## config.mk

```make
export PLATFORM = sky130hd
export DESIGN_NAME = cbuf_agen
export DESIGN_NICKNAME = d
export VERILOG_FILES = /design/src/rtl/cbuf_pkg.sv /design/src/rtl/cbuf_mod_bank.sv /design/src/rtl/cbuf_ptr_bank.sv /design/src/rtl/cbuf_wrap_unit.sv /design/src/rtl/cbuf_agen.sv
export SDC_FILE = /design/constraint.sdc
export NUM_CORES = 1
export LEC_CHECK = 0
export ABC_AREA = 1
export BUFFER_PORTS_ARGS = -buffer_cell sky130_fd_sc_hd__buf_4
export CAP_MARGIN = 15
export CORE_MARGIN = 4
export CORE_UTILIZATION = 45
export DETAILED_ROUTE_END_ITERATION = 6
export SLEW_MARGIN = 20
export SYNTH_ARGS = -nofsm -noshare
export SYNTH_HDL_FRONTEND = slang
export SYNTH_HIERARCHICAL = 1
export SYNTH_SLANG_ARGS = --single-unit
```

## constraint.sdc

```tcl
create_clock -name clk -period 4.56 [get_ports clk]
set_clock_uncertainty 0.05 [all_clocks]
set_input_delay 0.228 -clock clk [delete_from_list [all_inputs] [get_ports clk]]
set_output_delay 0.228 -clock clk [all_outputs]
set_load 0.05 [all_outputs]
```

## src/rtl/cbuf_pkg.sv

```systemverilog
package cbuf_pkg;

    localparam int AGEN_AW   = 14;
    localparam int AGEN_NPTR = 4;
    localparam int AGEN_NMOD = 4;

    typedef logic [AGEN_AW-1:0] agen_addr_t;
    typedef logic signed [AGEN_AW+1:0] agen_wide_t;

    // Ring description kept per pointer
    typedef struct packed {
        agen_addr_t base;
        agen_addr_t len;
    } agen_ring_t;

    // What happens to one pointer entry in a cycle
    typedef enum logic [1:0] {
        UPD_HOLD = 2'd0,
        UPD_STEP = 2'd1,
        UPD_LOAD = 2'd2
    } agen_upd_e;

    function automatic agen_wide_t agen_zext(input agen_addr_t v);
        return agen_wide_t'({2'b00, v});
    endfunction

    function automatic agen_wide_t agen_sext(input agen_addr_t v);
        return agen_wide_t'({{2{v[AGEN_AW-1]}}, v});
    endfunction

    function automatic agen_addr_t agen_trunc(input agen_wide_t v);
        return v[AGEN_AW-1:0];
    endfunction

endpackage

```

## src/rtl/cbuf_mod_bank.sv

```systemverilog
module cbuf_mod_bank
    import cbuf_pkg::*;
#(
    parameter int NMOD = AGEN_NMOD,
    localparam int MSW = $clog2(NMOD)
) (
    input  logic                         clk,
    input  logic                         rst,
    input  logic                         wr_en,
    input  logic [MSW-1:0]               wr_sel,
    input  agen_addr_t                   wr_data,
    output logic [NMOD-1:0][AGEN_AW-1:0] mod_o
);

    for (genvar i = 0; i < NMOD; i++) begin : g_mod
        logic hit;
        assign hit = wr_en && (wr_sel == MSW'(i));

        always_ff @(posedge clk) begin
            if (rst) begin
                mod_o[i] <= '0;
            end else if (hit) begin
                mod_o[i] <= wr_data;
            end
        end
    end

endmodule

```

## src/rtl/cbuf_ptr_bank.sv

```systemverilog
module cbuf_ptr_bank
    import cbuf_pkg::*;
#(
    parameter int NPTR = AGEN_NPTR,
    localparam int PSW = $clog2(NPTR)
) (
    input  logic                         clk,
    input  logic                         rst,
    input  logic                         wr_en,
    input  logic [PSW-1:0]               wr_sel,
    input  agen_addr_t                   wr_data,
    input  logic                         len_en,
    input  logic [PSW-1:0]               len_sel,
    input  agen_addr_t                   len_data,
    input  logic                         upd_en,
    input  logic [PSW-1:0]               upd_sel,
    input  agen_addr_t                   upd_val,
    output logic [NPTR-1:0][AGEN_AW-1:0] ptr_o,
    output logic [NPTR-1:0][AGEN_AW-1:0] base_o,
    output logic [NPTR-1:0][AGEN_AW-1:0] len_o
);

    for (genvar i = 0; i < NPTR; i++) begin : g_ent
        agen_addr_t ptr_q;
        agen_ring_t ring_q;
        agen_upd_e  act;

        // A register write outranks the post-modify update
        always_comb begin
            if (wr_en && (wr_sel == PSW'(i))) begin
                act = UPD_LOAD;
            end else if (upd_en && (upd_sel == PSW'(i))) begin
                act = UPD_STEP;
            end else begin
                act = UPD_HOLD;
            end
        end

        always_ff @(posedge clk) begin
            if (rst) begin
                ptr_q <= '0;
            end else begin
                case (act)
                    UPD_LOAD: ptr_q <= wr_data;
                    UPD_STEP: ptr_q <= upd_val;
                    default:  ptr_q <= ptr_q;
                endcase
            end
        end

        always_ff @(posedge clk) begin
            if (rst) begin
                ring_q <= '0;
            end else begin
                if (act == UPD_LOAD) begin
                    ring_q.base <= wr_data;
                end
                if (len_en && (len_sel == PSW'(i))) begin
                    ring_q.len <= len_data;
                end
            end
        end

        assign ptr_o[i]  = ptr_q;
        assign base_o[i] = ring_q.base;
        assign len_o[i]  = ring_q.len;
    end

endmodule

```

## src/rtl/cbuf_wrap_unit.sv

```systemverilog
module cbuf_wrap_unit
    import cbuf_pkg::*;
(
    input  agen_addr_t cur,
    input  agen_addr_t step,
    input  agen_ring_t ring,
    output agen_addr_t nxt
);

    agen_wide_t sum;
    agen_wide_t lo;
    agen_wide_t hi;
    agen_wide_t fixed;
    logic       linear;
    logic       over;
    logic       under;

    always_comb begin
        sum    = agen_zext(cur) + agen_sext(step);
        lo     = agen_zext(ring.base);
        hi     = lo + agen_zext(ring.len);
        linear = (ring.len == '0);
        over   = (sum >= hi);
        under  = (sum < lo);

        if (linear) begin
            fixed = sum;
        end else if (over) begin
            fixed = sum - agen_zext(ring.len);
        end else if (under) begin
            fixed = sum + agen_zext(ring.len);
        end else begin
            fixed = sum;
        end

        nxt = agen_trunc(fixed);
    end

endmodule

```

## src/rtl/cbuf_agen.sv

```systemverilog
module cbuf_agen
    import cbuf_pkg::*;
#(
    parameter int NPTR = AGEN_NPTR,
    parameter int NMOD = AGEN_NMOD,
    localparam int PSW = $clog2(NPTR),
    localparam int MSW = $clog2(NMOD),
    localparam int AW  = AGEN_AW
) (
    input  logic           clk,
    input  logic           rst,
    input  logic           ptr_we,
    input  logic [PSW-1:0] ptr_wsel,
    input  logic [AW-1:0]  ptr_wdata,
    input  logic           len_we,
    input  logic [PSW-1:0] len_wsel,
    input  logic [AW-1:0]  len_wdata,
    input  logic           mod_we,
    input  logic [MSW-1:0] mod_wsel,
    input  logic [AW-1:0]  mod_wdata,
    input  logic           acc_en,
    input  logic [PSW-1:0] acc_psel,
    input  logic [MSW-1:0] acc_msel,
    output logic [AW-1:0]  addr_out,
    output logic           addr_vld
);

    logic [NPTR-1:0][AW-1:0] ptr_all;
    logic [NPTR-1:0][AW-1:0] base_all;
    logic [NPTR-1:0][AW-1:0] len_all;
    logic [NMOD-1:0][AW-1:0] mod_all;

    agen_addr_t cur_ptr;
    agen_addr_t cur_mod;
    agen_ring_t cur_ring;
    agen_addr_t next_ptr;

    cbuf_ptr_bank #(.NPTR(NPTR)) u_ptrs (
        .clk      (clk),
        .rst      (rst),
        .wr_en    (ptr_we),
        .wr_sel   (ptr_wsel),
        .wr_data  (ptr_wdata),
        .len_en   (len_we),
        .len_sel  (len_wsel),
        .len_data (len_wdata),
        .upd_en   (acc_en),
        .upd_sel  (acc_psel),
        .upd_val  (next_ptr),
        .ptr_o    (ptr_all),
        .base_o   (base_all),
        .len_o    (len_all)
    );

    cbuf_mod_bank #(.NMOD(NMOD)) u_mods (
        .clk     (clk),
        .rst     (rst),
        .wr_en   (mod_we),
        .wr_sel  (mod_wsel),
        .wr_data (mod_wdata),
        .mod_o   (mod_all)
    );

    always_comb begin
        cur_ptr       = ptr_all[acc_psel];
        cur_mod       = mod_all[acc_msel];
        cur_ring.base = base_all[acc_psel];
        cur_ring.len  = len_all[acc_psel];
    end

    cbuf_wrap_unit u_wrap (
        .cur  (cur_ptr),
        .step (cur_mod),
        .ring (cur_ring),
        .nxt  (next_ptr)
    );

    always_ff @(posedge clk) begin
        if (rst) begin
            addr_out <= '0;
            addr_vld <= 1'b0;
        end else begin
            addr_vld <= acc_en;
            if (acc_en) begin
                addr_out <= cur_ptr;
            end
        end
    end

endmodule

```

==> metrics.csv <==
stage,metric,value,unit
grt,Total GRT Usage,27.2,%
worst_setup_path,CP arrival,4.79,ns
worst_setup_path,number of buffers and inverters on the critical path,4,
placement,DP Worst Slack,-0.293,ns
clock_network,"Reg clk slew, reported paths",0.06,ns
clock_network,CTS tree,yes,
worst_setup_path,Worst Path Required,4.98,ns
worst_setup_path,worst r2r path cells,31,
power_and_ir_drop,pwr dens,429,nW/um^2
placement,placed cell count,2922,
sta,Setup TNS,0,ns
floorplan,placeable core region,33500,um^2
clock_network,Clock Sinks,239,
placement,Final HPWL DP,36.7,mm
synthesis,Ys Warns,6,
synthesis,"Avg Cell Area, Syn",6.59,um^2
final_layout,Final #Nets,2697,
sta,final hold violation count,0,
placement,buffers added on ports,72,
sta,worst setup margin,0.196,ns
sta,Final Max Slew Viols,0,
route,Vias per Instance,5.38,
final_layout,area delta synth->final,25.4,%
route,final wirelength,51.9,mm
clock_network,CTS root buf,clkbuf_16,
final_layout,share of post-route cells with drive strength above 1,19.0,%
placement,global placer's final weighted congestion,0.910,
floorplan,io pins,73,
synthesis,Post-synth EDFFs,0,
placement,placed cell area,17300,um^2
synthesis,Syn Inst Count,2316,
route,Final ANT Viol Nets,0,
worst_setup_path,cell mode on critical path,nand2_1,
floorplan,Die ar.,36900,um^2
floorplan,Core Rows,67,
worst_setup_path,"delay-heaviest family, CP",simple AND/OR/NAND/NOR gates,
grt,first-pass GRT wire length,80.7,mm
sta,fin crit share,95.7,%
clock_network,Clock Path Buffers,3,
worst_setup_path,Crit Reg-Reg Endpoint,u_ptrs/g_ent[2].ptr_q[7],
floorplan,die span in x,192,um
route,Vias,16300,
worst_hold_path,Hold Crit Endpoint,u_mods/mod_o[3],
synthesis,Synth cell types,49,
grt,"Remaining Overflow, GRT",0,
sta,Final min period,4.36,ns
sta,fmax,0.229,GHz
worst_setup_path,Critical Path Start Type,flip-flop,
clock_network,Worst-Skew Late Latency,0.58,ns
sta,RSZ-0062 raised after global routing,yes,
sta,Slew headroom,24.4,%
synthesis,Seq cells post-synth,239,
synthesis,syn nets,2457,
route,1st-iter DRT viols,1332,
final_layout,fin cells,3026,
worst_hold_path,worst hold path depth,4,
worst_hold_path,HP Class,in -> reg,
grt,pin count of the biggest net entering global routing,60,
worst_setup_path,crit-path max cell delay,0.37,ns
final_layout,ant diodes,0,
job,MaxCap Viol Count,0,
power_and_ir_drop,Leak,9.41,nW
sta,final count of negative-setup-slack endpoints,0,
power_and_ir_drop,VDD IR-drop max,338,uV
floorplan,Initial Util,45.5,%
route,# DRC,0,
final_layout,"commonest non-fill, non-tap cell in the layout",nand2_1,
synthesis,ys async rst share,0,%
route,routed length per placed instance,17.2,um
route,Initial DRT Pass Iterations,6,
grt,via count of the first global-routing pass,15100,
clock_network,H-tree Lvls,1,
synthesis,Synth Flop Type,dfxtp_1,
status,status,finished clean,
worst_setup_path,critical path peak fanout,10,
sta,actual slew at the worst max-slew pin,1.13,ns
grt,antenna violations before repair,0,
clock_network,TritonCTS buffer count,29,
synthesis,Mapped Area,15300,um^2
floorplan,die height,192,um
worst_setup_path,Slowest cell on crit path,fa_2,
worst_setup_path,Worst setup EP type,flip-flop,
worst_hold_path,Worst Min Path Start,mod_wsel[0],
worst_setup_path,worst reg2reg path startpoint,u_mods/mod_o[28],
final_layout,final instance area,19100,um^2
worst_setup_path,Reg2Reg Setup Slack,0.20,ns
worst_setup_path,WS Path Type,reg -> reg,
final_layout,"commonest cells after routing, fill and taps aside","nand2_1, nor2_1, buf_4",
synthesis,sequential area share after synthesis,31.3,%
## kinds of logic (layout without fill, tap and decap cells)
group	count (synthesis)	count (layout)	synth area share, %
AND/OR/NAND/NOR	1159	1159	33.5
buffers and inverters	397	659	11.3
AO/OA/AOI/OAI	393	393	14.2
flip-flops	239	239	31.3
adder cells (fa/ha/maj)	83	83	7.00
XOR/XNOR	45	45	2.58
## worst max-delay path by stage
stage	slack, ns	cells after the start	start	endpoint
finish	0.20	31	u_mods/mod_o[28]	u_ptrs/g_ent[2].ptr_q[7]
global route	-0.1	31	u_mods/mod_o[28]	u_ptrs/g_ent[1].ptr_q[7]
CTS	0.02	25	u_mods/mod_o[28]	u_ptrs/g_ent[1].ptr_q[10]
detailed placement	-0.29	30	acc_psel[0]	u_ptrs/g_ent[2].ptr_q[12]
global placement	-0.27	30	acc_psel[0]	u_ptrs/g_ent[1].ptr_q[12]
floorplan	0.33	34	acc_psel[0]	u_ptrs/g_ent[1].ptr_q[2]
## power breakdown
group	internal [W]	total, W	switching [W]	leakage [nW]
logic	0.00150	0.00353	0.00203	6.97
registers	0.00222	0.00229	0.0000716	1.95
clock network	0.00142	0.00239	0.000969	0.485
total	0.00514	0.00821	0.00307	9.41
## timing repair
action / CTS / global route
resized for setup: 4 / 73
hold endpoints to repair: 174 / 0
setup endpoints to repair: 21 / 56
hold buffers: 43 / 0
pin swaps: 0 / 21
setup buffers: 0 / 8
## metal layers
| layer | track usage, % | vias to the layer above | wire length, um |
|---|---|---|---|
| li1 | - | 8051 | - |
| met3 | 4.14 | 93 | 3820 |
| met1 | 37.5 | 7537 | 22700 |
| met2 | 44.7 | 602 | 23900 |
| met5 | 0 | - | 0 |
| met4 | 6.86 | 0 | 1400 |
## cells in the mapped netlist (5+ instances only)
library cell    n  share of area, %
clkbuf_1       40              0.98
nand2_2        22              0.90
nor2_1        315               7.7
buf_4          12              0.59
inv_2           6              0.15
nand3b_1        8              0.39
a21oi_2        24               1.4
inv_1         256               6.3
buf_6           9              0.66
a21oi_1       137               4.5
o21ai_1        13              0.43
buf_1           5              0.12
ha_1           79               6.5
nand3_1       274               9.0
o22ai_1        42               1.7
o21ai_0       154               5.1
nand3_2        13              0.85
nand2_1       441                11
xnor2_1        12              0.69
xor2_1         33               1.9
o21bai_1        5              0.25
buf_2          64               2.1
nor3_1          9              0.30
nor2_2          5              0.20
nand4_1        57               2.3
dfxtp_1       239                31
## area by class of cell
type                            instances  area [um^2]
Multi-Input combinational cell       1680         9020
Fill cell                            3248        14400
Tap cell                              448          561
Clock buffer                           42          855
Clock inverter                         11          139
Timing Repair Buffer                  343         2790
Sequential cell                       239         4790
Inverter                              263          987
## registers in the layout (all words and copies together) (netlist names)
name and count:
addr_out 14, addr_vld 1, u_mods/mod_o 56, u_ptrs/len_o 56
u_ptrs/g_ent.ptr_q 56, u_ptrs/base_o 56
## worst register-to-register path: cells and delay by family (launching register included)
kind,cells,cell delay (ns)
flops,1,0.33
compound gates,2,0.30
xor+xnor,1,0.12
fa+ha+maj,3,0.86
buf+inv,4,0.40
simple gates,21,2.19
## through the flow
stage	power, W	utilization (%)	hold WS [ns]
after global placement	0.00554	51.7	0.385
after detailed placement	0.00556	51.7	0.387
final	0.00821	57.1	0.0780
after CTS	0.00801	56.0	0.0743
after floorplan	0.00421	-	0.250
after global routing	0.00868	57.1	0.104
Power figures use the tool's default switching activity.
